$ cat src/rtl/tmr_pkg.sv
package tmr_pkg;
    localparam int NCH    = 2;
    localparam int ADDR_W = 3;

    typedef enum logic [1:0] {
        M_PRE13   = 2'd0,
        M_FULL16  = 2'd1,
        M_RELOAD8 = 2'd2,
        M_SPLIT8  = 2'd3
    } tmr_mode_e;
endpackage

$ cat src/rtl/tmr_evt.sv
module tmr_evt (
    input  logic clk,
    input  logic rst_n,
    input  logic tick_i,
    input  logic ext_i,
    input  logic gate_pin_i,
    input  logic run_i,
    input  logic gate_en_i,
    input  logic ext_src_i,
    output logic evt_o
);
    typedef struct packed {
        logic prev;
    } evt_st_t;

    evt_st_t st_d, st_q;
    logic    allowed;
    logic    src_evt;

    always_comb begin
        st_d = st_q;
        if (tick_i) begin
            st_d.prev = ext_i;
        end
        allowed = run_i & (~gate_en_i | gate_pin_i);
        src_evt = ext_src_i ? (tick_i & st_q.prev & ~ext_i) : tick_i;
        evt_o   = allowed & src_evt;
    end

    always_ff @(posedge clk) begin
        if (!rst_n) begin
            st_q <= '0;
        end else begin
            st_q <= st_d;
        end
    end
endmodule

$ cat src/rtl/tmr_chan.sv
module tmr_chan
    import tmr_pkg::*;
#(
    parameter int BYTE_W = 8,
    parameter int PRE_W  = 5
) (
    input  logic              clk,
    input  logic              rst_n,
    input  tmr_mode_e         mode_i,
    input  logic              run_i,
    input  logic              tick_i,
    input  logic              evt_i,
    input  logic              wr_lo_i,
    input  logic              wr_hi_i,
    input  logic [BYTE_W-1:0] wdata_i,
    output logic [BYTE_W-1:0] lo_o,
    output logic [BYTE_W-1:0] hi_o,
    output logic              ovf_o
);
    localparam int WORD_W = 2 * BYTE_W;
    localparam logic [PRE_W-1:0]  PRE_ONE  = 1;
    localparam logic [BYTE_W-1:0] BYTE_ONE = 1;
    localparam logic [WORD_W-1:0] WORD_ONE = 1;

    typedef struct packed {
        logic [BYTE_W-1:0] hi;
        logic [BYTE_W-1:0] lo;
    } cnt_t;

    cnt_t cnt_d, cnt_q;
    logic ovf;

    always_comb begin
        cnt_d = cnt_q;
        ovf   = 1'b0;
        case (mode_i)
            M_PRE13: begin
                if (evt_i) begin
                    if (&cnt_q.lo[PRE_W-1:0]) begin
                        cnt_d.lo[PRE_W-1:0] = '0;
                        cnt_d.hi            = cnt_q.hi + BYTE_ONE;
                        ovf                 = &cnt_q.hi;
                    end else begin
                        cnt_d.lo[PRE_W-1:0] = cnt_q.lo[PRE_W-1:0] + PRE_ONE;
                    end
                end
            end
            M_FULL16: begin
                if (evt_i) begin
                    cnt_d = cnt_t'({cnt_q.hi, cnt_q.lo} + WORD_ONE);
                    ovf   = &{cnt_q.hi, cnt_q.lo};
                end
            end
            M_RELOAD8: begin
                if (evt_i) begin
                    if (&cnt_q.lo) begin
                        cnt_d.lo = cnt_q.hi;
                        ovf      = 1'b1;
                    end else begin
                        cnt_d.lo = cnt_q.lo + BYTE_ONE;
                    end
                end
            end
            default: begin
                if (evt_i) begin
                    cnt_d.lo = cnt_q.lo + BYTE_ONE;
                    ovf      = &cnt_q.lo;
                end
                if (run_i && tick_i) begin
                    cnt_d.hi = cnt_q.hi + BYTE_ONE;
                    ovf      = ovf | (&cnt_q.hi);
                end
            end
        endcase
        if (wr_lo_i) begin
            cnt_d.lo = wdata_i;
        end
        if (wr_hi_i) begin
            cnt_d.hi = wdata_i;
        end
    end

    always_ff @(posedge clk) begin
        if (!rst_n) begin
            cnt_q <= '0;
        end else begin
            cnt_q <= cnt_d;
        end
    end

    assign lo_o  = cnt_q.lo;
    assign hi_o  = cnt_q.hi;
    assign ovf_o = ovf;
endmodule

$ cat src/rtl/tmr_pair.sv
module tmr_pair
    import tmr_pkg::*;
#(
    parameter int BYTE_W = 8,
    parameter int PRE_W  = 5
) (
    input  logic              clk,
    input  logic              rst_n,
    input  logic              tick_i,
    input  logic [NCH-1:0]    ext_cnt_i,
    input  logic [NCH-1:0]    gate_pin_i,
    input  logic              reg_wr_i,
    input  logic [ADDR_W-1:0] reg_addr_i,
    input  logic [BYTE_W-1:0] reg_wdata_i,
    output logic [BYTE_W-1:0] reg_rdata_o,
    input  logic [NCH-1:0]    irq_ack_i,
    output logic [NCH-1:0]    irq_o
);
    localparam int MODE_W    = 4 * NCH;
    localparam int CTRL_W    = 2 * NCH;
    localparam int WORD_W    = 2 * BYTE_W;
    localparam int ADDR_MODE = 0;
    localparam int ADDR_CTRL = 1;
    localparam int ADDR_CNT0 = 2;

    typedef struct packed {
        logic [MODE_W-1:0] mode;
        logic [CTRL_W-1:0] ctrl;
    } regs_t;

    regs_t regs_d, regs_q;

    logic [MODE_W-1:0]             mode_w;
    logic [NCH-1:0]                run_w;
    logic [NCH-1:0]                ovf_w;
    logic [NCH-1:0]                evt_w;
    logic [NCH-1:0][BYTE_W-1:0]    lo_w;
    logic [NCH-1:0][BYTE_W-1:0]    hi_w;
    logic [NCH-1:0][WORD_W-1:0]    cnt_w;

    assign mode_w = regs_q.mode;

    always_comb begin
        regs_d = regs_q;
        if (reg_wr_i && reg_addr_i == ADDR_W'(ADDR_MODE)) begin
            regs_d.mode = reg_wdata_i[MODE_W-1:0];
        end
        if (reg_wr_i && reg_addr_i == ADDR_W'(ADDR_CTRL)) begin
            regs_d.ctrl = reg_wdata_i[CTRL_W-1:0];
        end
        for (int c = 0; c < NCH; c++) begin
            if (irq_ack_i[c]) begin
                regs_d.ctrl[2*c+1] = 1'b0;
            end
            if (ovf_w[c]) begin
                regs_d.ctrl[2*c+1] = 1'b1;
            end
        end
    end

    always_ff @(posedge clk) begin
        if (!rst_n) begin
            regs_q <= '0;
        end else begin
            regs_q <= regs_d;
        end
    end

    always_comb begin
        reg_rdata_o = '0;
        if (reg_addr_i == ADDR_W'(ADDR_MODE)) begin
            reg_rdata_o[MODE_W-1:0] = regs_q.mode;
        end
        if (reg_addr_i == ADDR_W'(ADDR_CTRL)) begin
            reg_rdata_o[CTRL_W-1:0] = regs_q.ctrl;
        end
        for (int c = 0; c < NCH; c++) begin
            if (reg_addr_i == ADDR_W'(ADDR_CNT0 + 2*c)) begin
                reg_rdata_o = lo_w[c];
            end
            if (reg_addr_i == ADDR_W'(ADDR_CNT0 + 2*c + 1)) begin
                reg_rdata_o = hi_w[c];
            end
        end
    end

    for (genvar c = 0; c < NCH; c++) begin : g_ch
        logic wr_lo, wr_hi;

        assign run_w[c]  = regs_q.ctrl[2*c];
        assign irq_o[c]  = regs_q.ctrl[2*c+1];
        assign wr_lo     = reg_wr_i && reg_addr_i == ADDR_W'(ADDR_CNT0 + 2*c);
        assign wr_hi     = reg_wr_i && reg_addr_i == ADDR_W'(ADDR_CNT0 + 2*c + 1);
        assign cnt_w[c]  = {hi_w[c], lo_w[c]};

        tmr_evt u_evt (
            .clk        (clk),
            .rst_n      (rst_n),
            .tick_i     (tick_i),
            .ext_i      (ext_cnt_i[c]),
            .gate_pin_i (gate_pin_i[c]),
            .run_i      (run_w[c]),
            .gate_en_i  (mode_w[4*c+3]),
            .ext_src_i  (mode_w[4*c+2]),
            .evt_o      (evt_w[c])
        );

        tmr_chan #(
            .BYTE_W (BYTE_W),
            .PRE_W  (PRE_W)
        ) u_chan (
            .clk     (clk),
            .rst_n   (rst_n),
            .mode_i  (tmr_mode_e'(mode_w[4*c +: 2])),
            .run_i   (run_w[c]),
            .tick_i  (tick_i),
            .evt_i   (evt_w[c]),
            .wr_lo_i (wr_lo),
            .wr_hi_i (wr_hi),
            .wdata_i (reg_wdata_i),
            .lo_o    (lo_w[c]),
            .hi_o    (hi_w[c]),
            .ovf_o   (ovf_w[c])
        );
    end
endmodule


$ cat config.mk
export PLATFORM = sky130hd
export DESIGN_NAME = tmr_pair
export DESIGN_NICKNAME = d
export VERILOG_FILES = /design/src/rtl/tmr_pkg.sv /design/src/rtl/tmr_evt.sv /design/src/rtl/tmr_chan.sv /design/src/rtl/tmr_pair.sv
export SDC_FILE = /design/constraint.sdc
export NUM_CORES = 1
export LEC_CHECK = 0
export BUFFER_PORTS_ARGS = -buffer_cell sky130_fd_sc_hd__buf_2
export CAP_MARGIN = 5
export CORE_UTILIZATION = 65
export DETAILED_ROUTE_END_ITERATION = 8
export PLACE_DENSITY = 0.84
export RECOVER_POWER = 100
export SLEW_MARGIN = 20
export SYNTH_ARGS = -nofsm -noshare
export SYNTH_HDL_FRONTEND = slang
export SYNTH_SLANG_ARGS = --single-unit
$ cat constraint.sdc
create_clock -name clk -period 5.3 [get_ports clk]
set_clock_uncertainty 0.15 [all_clocks]
set_input_delay 0.795 -clock clk [delete_from_list [all_inputs] [get_ports clk]]
set_output_delay 0.795 -clock clk [all_outputs]
set_load 0.005 [all_outputs]
==> impl_metrics.toml <==
[power_and_ir_drop]
power.switching_uw = 218
p_int_uw = 536
combPwrFrac_pct = 13.6
vdd_drop_max_uv = 193
switching_share_pct = 28.9
p_leak_nw = 1.31
clkPwrFrac_pct = 36.1
powerDensity_nw_per_um2 = 196
seqPwrFrac_pct = 50.3

[placed_design]
portBuffers = 30
post_dp_cell_area_um2 = 3760
dp.cells = 534
dp_slack_ps = 2240
place_hpwl_um = 8360
gp_congestion = 1.01

[sta]
worstMarginPinSlew_ps = 1520
slew_headroom_pct = -1.05
period_minus_slack_ps = 3670
slew_violations = 36
rsz0062_at_grt = "no"
fmax_mhz = 272
finalSetupViolCount = 0
fin_crit_sh_pct = 69.3
setup_tns_ps = 0
setup_ws_ps = 1630
finalHoldViolations = 0

[grt]
grt_pass1_vias = 3540
grt_max_degree = 36
grt_overflow_total = 0
grt_usage_pct = 40.3
antenna_found_initial = 0
grt_pass1_wl_um = 18300

[synthesis]
yosys.cell_types.count = 66
yosys_warnings = 0
yosysTopAreaCell = "dfxtp_1"
synth.most_common_cell = "nand2_1"
netlist_area_um2 = 3600
synth_cells = 452
synth_edf_count = 0
ys.flop_type = "dfxtp_1"
synth.top_cell.area_share_pct = 25.6
synthTopCellsByArea = "dfxtp_1 26%, nand2_1 5.5%, o21ai_0 5.0%, ha_1 4.9%, mux2i_1 4.4%"
yosysSeqAreaShare_pct = 25.6
yosys-top-cells-count = "53 x nand2_1, 46 x dfxtp_1, 36 x o21ai_0"
synth_seq_cells = 46
syn_nets = 487
avgSynthCellArea_um2 = 7.97
async_flop_share_pct = 0

[drt]
routed_wl_um = 11500
first_pass_iters = 6
drtIter0Drc = 684
postRouteAntennaNets = 0
drc = 0
vias = 3916
viasPerCell = 7.23
wl_per_cell_um = 21.2

[clock_tree]
clk_latency_ps = 320
numCtsBuffers = 5
clockBufferDepth = 2
ctsHoldBuffers = 0
cts_tree = "done"
clock-root-buffer = "clkbuf_8"
clkTransAtPathRegs_ps = 80
cts_resized = 0
post_cts_buffers = 0
htreeDepth = 2
cts.sinks = 46

[hold_path]
hp-class = "reg2reg"

[setup_path]
crit_required_ps = 4360
worst_setup_path_end_kind = "output port"
path_max_fanout = 24
startpoint_type = "input port"
arrival_ps = 2730
crit_type = "in2out"

[layout]
drive_above_1_share_pct = 13.6
finish.instance_area_um2 = 3840
fin_nets = 506
fin_cells = 542
antenna_cells = 0
final_util_pct = 73.7
fill_cells = 434
syn2layout_area_growth_pct = 6.53

[outcome]
outcome = "finished, violations left"
failed_checks = "max-capacitance violations, max-slew violations"

[floorplan]
fp.dieH_um = 76.4
fp.dieW_um = 76.4
io_pins = 31
core.rowCount = 26
initial_core_util_pct = 69.2
core-area_um2 = 5200
die-area_um2 = 5840

[run]
cap_viol_max_count = 1
[critical path, cell delays in order]
cell,delay [ps]
clkbuf_1,890
nor2_1,380
a22oi_1,290
o221ai_1,210
clkbuf_2,160
[layout by cell type (no fill, tap or decap), drive strengths merged, types with 11 or more instances in the layout]
cell type,netlist,final
nand2,53,53
dfxtp,46,46
o21ai,43,43
nor3,26,26
a21oi,25,25
nor2,24,24
nand3,23,23
buf,5,19
clkbuf,13,17
mux2i,16,16
ha,14,14
a31oi,11,11
or3,11,11
a211oi,11,11
[flip-flops by register name (all words and copies together), names as in the netlist]
| signal | count |
|---|---|
| g_ch.u_chan.hi_o | 16 |
| irq_o | 2 |
| mode_w | 8 |
| g_ch.u_evt.st_q | 2 |
| g_ch.u_chan.lo_o | 16 |
| regs_q | 2 |
[metal layers]
layer | vias to the layer above | share of wire (%) | routed length, um | global-route usage (%)
met2 | 300 | 42 | 4800 | 59.1
met3 | 43 | 14 | 1630 | 9.22
met5 | - | 0 | 0 | 0
li1 | 1756 | - | - | -
met4 | 0 | 3.1 | 352 | 15.6
met1 | 1817 | 41 | 4690 | 56.7
[cell type report]
type | instances | area [um2] | area share, %
Inverter | 10 | 37.5 | 0.978
Multi-Input combinational cell | 378 | 2540 | 66.2
Clock inverter | 2 | 37.5 | 0.978
Sequential cell | 46 | 921 | 24.0
Tap cell | 70 | 87.6 | 2.28
Clock buffer | 6 | 72.6 | 1.89
Timing Repair Buffer | 30 | 141 | 3.69
[power groups by stage]
stage	sequential, mW	combinational (mW)	clock [mW]
floorplan	0.376	0.0698	0
global placement	0.385	0.0965	0
detailed placement	0.385	0.0996	0
CTS	0.377	0.100	0.270
global route	0.380	0.110	0.284
finish	0.379	0.103	0.272
[cells by family after synthesis]
group           count (synthesis)  synth area share [%]
buf+inv                        28                  3.30
mux                            23                  6.64
xor+xnor                       15                  3.65
fa+ha+maj                      14                  4.86
simple gates                  179                  26.3
compound gates                147                  29.7
flops                          46                  25.6
[stage by stage]
stage | hold slack (ps) | power [mW]
6_report | 384 | 0.753
5_1_grt | 385 | 0.775
4_1_cts | 366 | 0.747
3_5_place_dp | 353 | 0.485
3_3_place_gp | 354 | 0.482
2_1_floorplan | 296 | 0.446
[path summary, 6_finish.rpt]
kind                     startpoint                     end  slack [ps]  cells after the start
min                       mode_w[3]               mode_w[3]         380                      2
max reg2reg  g_ch[0].u_chan.lo_o[0]  g_ch[0].u_chan.hi_o[6]        2590                      8
min reg2reg               mode_w[3]               mode_w[3]         380                      2
max                   reg_addr_i[0]          reg_rdata_o[2]        1630                      5
No activity file was read; power rests on OpenSTA's default activity.
